<file path="config.mk">
export PLATFORM = sky130hd
export DESIGN_NAME = parity_guarded_reg
export DESIGN_NICKNAME = d
export VERILOG_FILES = /design/src/rtl/pgr_pkg.sv /design/src/rtl/pgr_slice.sv /design/src/rtl/pgr_err_reg.sv /design/src/rtl/parity_guarded_reg.sv
export SDC_FILE = /design/constraint.sdc
export NUM_CORES = 1
export LEC_CHECK = 0
export ABC_AREA = 1
export BUFFER_PORTS_ARGS = -buffer_cell sky130_fd_sc_hd__buf_2
export CAP_MARGIN = 5
export CORE_UTILIZATION = 33
export DETAILED_ROUTE_END_ITERATION = 8
export SYNTH_ARGS = -nofsm -noshare
export SYNTH_HDL_FRONTEND = slang
export SYNTH_HIERARCHICAL = 1
export SYNTH_SLANG_ARGS = --single-unit
</file>
<file path="constraint.sdc">
create_clock -name clk -period 2.56 [get_ports clk]
set_input_delay 0 -clock clk [delete_from_list [all_inputs] [get_ports clk]]
set_output_delay 0 -clock clk [all_outputs]
set_load 0.01 [all_outputs]
</file>
<file path="src/rtl/pgr_pkg.sv">
// Package: shared helpers for the parity-protected register group.
// Assumes the data width is a whole multiple of the group width.
package pgr_pkg;
    // Number of parity groups for a given data and group width.
    function automatic int grp_count(input int data_w, input int group_w);
        return data_w / group_w;
    endfunction
endpackage

</file>
<file path="src/rtl/pgr_slice.sv">
// pgr_slice: one parity group. It holds GW data flops and one parity flop,
// all under the same clock, reset and load enable. It reports a live
// mismatch between the stored parity and the parity of the stored data.
// Assumes the injection masks are zero during functional use.
module pgr_slice #(
    parameter int GW = 4
) (
    input  logic          clk,
    input  logic          rst_n,
    input  logic          load,
    input  logic          inj_en,
    input  logic [GW-1:0] d,
    input  logic [GW-1:0] inj_mask,
    input  logic          inj_par,
    output logic [GW-1:0] q,
    output logic          par_q,
    output logic          mismatch
);
    logic [GW-1:0] q_nxt;
    logic          par_nxt;

    // Next state: load or hold, then optional test-only bit flips.
    always_comb begin
        q_nxt   = load ? d : q;
        par_nxt = load ? ^d : par_q;
        if (inj_en) begin
            q_nxt   = q_nxt ^ inj_mask;
            par_nxt = par_nxt ^ inj_par;
        end
    end

    // Storage: data and parity flops, reset to a consistent all-zero state.
    always_ff @(posedge clk) begin
        if (!rst_n) begin
            q     <= '0;
            par_q <= 1'b0;
        end else begin
            q     <= q_nxt;
            par_q <= par_nxt;
        end
    end

    // Continuous check of the live contents against the parity flop.
    always_comb mismatch = (^q) ^ par_q;
endmodule

</file>
<file path="src/rtl/pgr_err_reg.sv">
// pgr_err_reg: ORs the per-group mismatches and registers the result once.
// Assumes the mismatch inputs come straight from stored state.
module pgr_err_reg #(
    parameter int N = 4
) (
    input  logic         clk,
    input  logic         rst_n,
    input  logic [N-1:0] grp_mis,
    output logic         err
);
    // Error flag register, cleared by reset.
    always_ff @(posedge clk) begin
        if (!rst_n) err <= 1'b0;
        else        err <= |grp_mis;
    end
endmodule

</file>
<file path="src/rtl/parity_guarded_reg.sv">
// parity_guarded_reg: a register bank split into equal parity groups.
// Each group has its own parity flop, and the combined mismatch is
// registered onto par_err. Assumes DATA_W is a multiple of GROUP_W.
module parity_guarded_reg #(
    parameter int DATA_W  = 16,
    parameter int GROUP_W = 4
) (
    input  logic                          clk,
    input  logic                          rst_n,
    input  logic                          load_en,
    input  logic [DATA_W-1:0]             din,
    input  logic                          inj_en,
    input  logic [DATA_W-1:0]             inj_data_mask,
    input  logic [DATA_W/GROUP_W-1:0]     inj_par_mask,
    output logic [DATA_W-1:0]             dout,
    output logic                          par_err
);
    localparam int NUM_GRP = pgr_pkg::grp_count(DATA_W, GROUP_W);

    logic [NUM_GRP-1:0] par_bits;
    logic [NUM_GRP-1:0] grp_mis;

    // One slice per parity group.
    for (genvar g = 0; g < NUM_GRP; g++) begin : g_grp
        pgr_slice #(.GW(GROUP_W)) u_slice (
            .clk      (clk),
            .rst_n    (rst_n),
            .load     (load_en),
            .inj_en   (inj_en),
            .d        (din[g*GROUP_W +: GROUP_W]),
            .inj_mask (inj_data_mask[g*GROUP_W +: GROUP_W]),
            .inj_par  (inj_par_mask[g]),
            .q        (dout[g*GROUP_W +: GROUP_W]),
            .par_q    (par_bits[g]),
            .mismatch (grp_mis[g])
        );
    end

    pgr_err_reg #(.N(NUM_GRP)) u_err (
        .clk     (clk),
        .rst_n   (rst_n),
        .grp_mis (grp_mis),
        .err     (par_err)
    );
endmodule

</file>
==> results.md, run 1 <==
- Final instance area: between 1500 and 2000 sq um
- Syn Nets: 289
- CP peak stage delay: 330 ps
- Synth area leader: dfxtp_1
- Clk root buf: clkbuf_8
- Final hold vios: 0
- Worst-margin pin slew: approximately 720 ps
- Hold buffer count at cts: 0
- Setup violations, final: 0
- Setup TNS: 0 ps
- Die W: roughly 72 microns
- Synth unique cells: 13
- Final net count: 346
- CTS Buf Count: 3
- Row cnt: 24
- Clock skew: 5.642 ps
- Drt initial violations: 66
- Post-synth ARST share: 0%
- Vias in the first global route: between 1,000 and 1,500
- Num ports: 57
- RSZ-0062 raised after global routing: no
- CTS H-tree depth: 1
- Number of gates resized after CTS: 0
- Via count: 1,573
- Top_reg_cell synth: dfxtp_1
- Core Util, Final: 43.25%
- Flops & latches, synth: 21
- Detailed Route WL: between 3 and 4 mm
- R2r setup slk: ~1400 ps
- Synth top area share: 26.23%
- Worst path slowest cell: dfxtp_1
- WL/cell: 9.529 microns
- Die Area: 5139 sq um
- First-pass GRT wire length: around 6 mm
- Worst EP arrival: 1350 ps
- Cell Chain, Critical Path: xnor2_1 -> xor2_1 -> xor2_1 -> nor2_1 -> a21oi_1
- TritonCTS Sinks: 21
- Share of cells above drive strength 1: a little under a quarter
- Hold_sp: rst_n
- GRT Util Overall: 14.08%
- Largest net degree at the start of global routing: 41
- Post-route ant nets: 0
- Initial antenna violation count: 0
- Ant diodes: 0
- Synthesized area per cell: approximately 6.4 sq um
- Worst Hold Class: in2reg
- EDFF count, synth: 0
- Final Slew Violations: 0
- Outcome: finished, final reports clean
- CTS tree: yes
- Skew-Pair Late Insertion Delay: 260 ps
- Hold Path Depth: 3
- Worst Setup End Kind: flop
- Area grow syn2layout: 21.55%
- Most common cell on crit path: xor2_1
- CP delay by family, top: XOR/XNOR gates
- Core ar.: between 4000 and 5000 sq um
- Max Cap Viol: 0
- DP Area: 1903 sq um
- Worst slack, placed: 1408 ps
- Post-synth design cell area: 1603 sq um
- Die Ht: 71.69 microns
- R2R depth: 5
- RD Place Congestion: approximately 0.7
- R2r startpoint: g_grp[2].u_slice/q[0]
- Sequential fraction of the synthesis area: 26.23%
- Placed Cells: 353
- Pre-Repair DR Iteration Count: 4
- Critical path type: reg2reg
- Syn Inst Count: about 250
- Hold worst-path end: u_err/err
- Fin crit period: approximately 1200 ps
- Post-CTS setup buffer count: 0
- Worst endpoint required time: 2750 ps
- DRC viols: 0
- Initial Util: 35.58%
- Non-Filler Instances: 357
- Count leader, synth: nand2_1
- Crit Path Max Fanout: 3
- Max VDD drop: 0.0002417 V
- Final HPWL from detailed placement: 2.677 mm
- CP bufs+invs: 0
- Max_slew headroom: 52.29%
- Worst-path clk slew: 80 ps
- Post-DR vias/cell: 4.406
- Fmax: 0.8649 GHz
- GRT Residual Overflow: 0
- Buffer depth of the longest clock path: 2
- Largest cells by area after synthesis: dfxtp_1 26%, nand2_1 13%, inv_1 12%, nor3_1 10%, o21a_1 7.5%
- Pwr/cell area: 461.8 nW/um^2
- Yosys warnings: 6
- Worst setup SP type: flop
- Pleak: 1.102 nW
- Setup ws final: 1404 ps
- Final period util: 45.16%
- Reg2reg end: u_err/err
- Top cells by count, synth: 56 x nand2_1, 53 x inv_1, 32 x nor3_1
- Port Buf Inserts: 56
-- registers in the layout, indices dropped and copies added, names as in the netlist --
| name | cells |
|---|---|
| g_grp.u_slice/q | 16 |
| u_err/err | 1 |
| g_grp.u_slice/par_q | 4 |
-- cells by family after synthesis --
group	share of synthesized area, %
simple gates	33.57
compound gates	14.05
flops	26.23
buf+inv	15.22
xor+xnor	10.93
-- report_power, final --
part | leakage, nW | switching, mW | internal (mW)
clock | 0.0228 | 0.109 | 0.111
sequential | 0.175 | 0.0241 | 0.358
combinational | 0.904 | 0.161 | 0.137
-- worst min-delay path, delay by kind of cell --
family | cells | cell delay (ps)
compound gates | 1 | 30
buf+inv | 2 | 240
-- worst max path at each step --
stage	end	slack, ps	cells past startpoint	start
after global placement	u_err/err	1410	5	g_grp[2].u_slice/q[0]
after floorplan	u_err/err	1460	5	g_grp[1].u_slice/q[3]
after CTS	u_err/err	1390	5	g_grp[2].u_slice/q[0]
after detailed placement	u_err/err	1410	5	g_grp[2].u_slice/q[0]
after global routing	u_err/err	1270	5	g_grp[2].u_slice/q[0]
final	u_err/err	1400	5	g_grp[2].u_slice/q[0]
-- stage by stage --
stage          hold WS, ps  power, mW
6_report             67.45     0.8996
5_1_grt              87.07     0.9659
4_1_cts              68.50     0.9125
3_5_place_dp         337.6     0.6905
3_3_place_gp         328.0     0.6869
2_1_floorplan        109.2     0.6002
-- metal layers --
layer / part of all wire (%) / wire [microns] / track usage (%) / up-vias
met4: 0.41 / 14 / 3.268 / 0
met1: 53 / 1797 / 18.71 / 645
met5: 0 / 0 / 0 / -
li1: - / - / - / 888
met2: 42 / 1413 / 24.00 / 38
met3: 5.2 / 177 / 2.110 / 2
-- cells in the final DEF, fill, tap and decap left out, drive strengths merged, types with 5 or more instances in the layout --
cell,instances
xor2,12
nand2,56
inv,53
o21a,16
o21ai,16
nand3,8
xnor2,8
nor2,14
nor3,32
dfxtp,21
buf,56
a21oi,5
-- cell type report --
class | instances | area [sq um]
fillers | 483 | 2556
inverters | 53 | 198.9
well taps | 52 | 65.06
flip-flops and latches | 21 | 420.4
multi-input cells | 171 | 938.4
clock buffers | 4 | 45.04
repair buffers | 56 | 280.3
(Power assumes the default switching activity.)
==> run 2: changes to the inputs <==
clock period = 1 ns   (was 2.56 ns; I/O delays follow)
==> run 2 against run 1 <==
  * The flow now finishes with violations (setup timing)
  * Sequential power rose to 2.5 times the previous value
  * Fmax rose by 3.5%
  * First-iteration DRC count fell by 23%
  * Hold slack improved by 14 ps
  * Routed wire length rose by 6.3%
  * Sequential share of layout area fell by 2.0 points
  * Final cell count rose by 4.8%
  * Combinational power rose to 3.1 times the previous value
  * Count of clock-buffer cells in the layout did not move
  * Via count rose by 7.4%
  * Critical path type unchanged
  * Critical endpoint unchanged
==> results.md, run 2 (same netlist as run 1, synthesis figures left out) <==
- Outcome: complete, but fails checks
- Violated checks: setup timing
- Commonest cells after routing, fill and taps aside: 56 x nand2_1, 56 x buf_2, 53 x inv_1
- Core Util, Final: 49.14%
- Final HPWL from detailed placement: 2.909 mm
- Setup TNS: -118.1 ps
- CP delay by family, top: XOR/XNOR gates
- Num ports: 57
- Die Area: 5139 sq um
- Buffer depth of the longest clock path: 2
- Cell Chain, Critical Path: xnor2_2 -> xor2_1 -> xor2_1 -> nor2_1 -> a21oi_1
- Met3 usage: 2.532%
- Pwr/cell area: 1100 nW/um^2
- Core ar.: 4504 sq um
- Max VDD drop: about 0.00066 V
- Worst Setup End Kind: flop
- WL/cell: about 9.7 microns
- Initial Util: about 36%
- Via count: 1,689
- Clk root buf: clkbuf_8
- CP peak stage delay: 360 ps
- Pre-Repair DR Iteration Count: 4
- Met1 GRT Util: 19.64%
- Detailed Route WL: ~3.6 mm
- Number of fill cells: 482
- Worst EP arrival: 1260 ps
- Fin crit period: 1117 ps
- Die W: 71.69 microns
- Post-DR vias/cell: 4.516
- Final period util: 111.7%
- Vias in the first global route: 1,445
- Max Cap Viol: 0
- Die Ht: 71.69 microns
- Area grow syn2layout: 38.10%
- First-pass GRT wire length: 5.989 mm
- Worst path slowest cell: dfxtp_4
- Row cnt: 24
- Post-route ant nets: 0
- Final hold vios: 0
- Worst slack, placed: -84.40 ps
- Clock skew: 3.892 ps
- Worst setup SP type: flop
- Worst-margin pin slew: 247.3 ps
- Met2 Usage GRT: 22.85%
- TritonCTS Sinks: 21
- Placed Cells: 370
- Critical path type: reg2reg
- Top flop regs: g_grp.u_slice/q x16, g_grp.u_slice/par_q x4, u_err/err x1
- Initial antenna violation count: 0
- Most common cell on crit path: xor2_1
- Hold buffer count at cts: 0
- Worst endpoint required time: 1140 ps
- Drt initial violations: 51
- Share of cells above drive strength 1: 35.40%
- CTS H-tree depth: 1
- RD Place Congestion: 0.8039
- Max reg flops: 16
- Largest net degree at the start of global routing: 21
- Max_slew headroom: between 80 and 90%
- Ant diodes: 0
- Skew-Pair Late Insertion Delay: between 200 and 300 ps
- Fmax: 0.8950 GHz
- Final Slew Violations: 0
- Setup ws final: -117.3 ps
- Top reg by flops: g_grp.u_slice/q
- Port Buf Inserts: 56
- RSZ-0062 raised after global routing: yes
- Worst Hold Class: in2reg
- CTS tree: yes
- Final net count: 363
- Crit Path Max Fanout: 2
- Non-Filler Instances: 374
- DRC viols: 0
- Worst-path clk slew: roughly 70 ps
- CP bufs+invs: 0
- Worst hold slack: 81.68 ps
- GRT Residual Overflow: 0
- CTS Buf Count: 3
- GRT Util Overall: 14.43%
- Setup violations, final: 2
- Global routing's busiest layer: met2
- Pleak: 1.234 nW
run 2: final timing paths:
| path | cells after the start | start | slack, ps | to |
|---|---|---|---|---|
| setup / recovery | 5 | g_grp[0].u_slice/q[3] | -120 | u_err/err |
| hold / removal | 3 | rst_n | 80 | u_err/err |
| setup reg to reg | 5 | g_grp[0].u_slice/q[3] | -120 | u_err/err |
| hold reg to reg | 3 | g_grp[3].u_slice/par_q | 620 | g_grp[3].u_slice/par_q |
run 2: final cells by class:
class                           count  area, sq um  area share, %
Timing Repair Buffer               73        436.7          19.73
Tap cell                           52        65.06          2.940
Inverter                           53        198.9          8.988
Clock buffer                        4        45.04          2.035
Sequential cell                    21        432.9          19.56
Multi-Input combinational cell    171         1035          46.75
run 2: metrics by stage:
| stage | cell area, sq um | total power [mW] |
|---|---|---|
| CTS | 2133 | 2.427 |
| floorplan | 1628 | 1.556 |
| global route | 2213 | 2.623 |
| finish | 2213 | 2.434 |
| global placement | 2081 | 1.872 |
| detailed placement | 2081 | 1.880 |
run 2: what timing repair did:
item,in CTS,in global routing
endpoints found under the setup margin,1,8
setup buffers,0,1
cloned,0,0
hold endpoints to repair,0,0
pin swaps,5,14
resized for setup,1,18
run 2: per-layer routing:
layer  vias up  wire, microns
met5         -              0
met1       713           1838
li1        925              -
met4         0             55
met3         4            141
met2        47           1581
run 2: power by group:
group / switching, mW / internal [mW]
clock network: 0.246 / 0.283
logic: 0.473 / 0.458
registers: 0.0528 / 0.922
run 2: worst reg2reg max path: stages (launching register included):
cell and delay, ps:
dfxtp_4 360, xnor2_2 130, xor2_1 170, xor2_1 160
nor2_1 120, a21oi_1 70
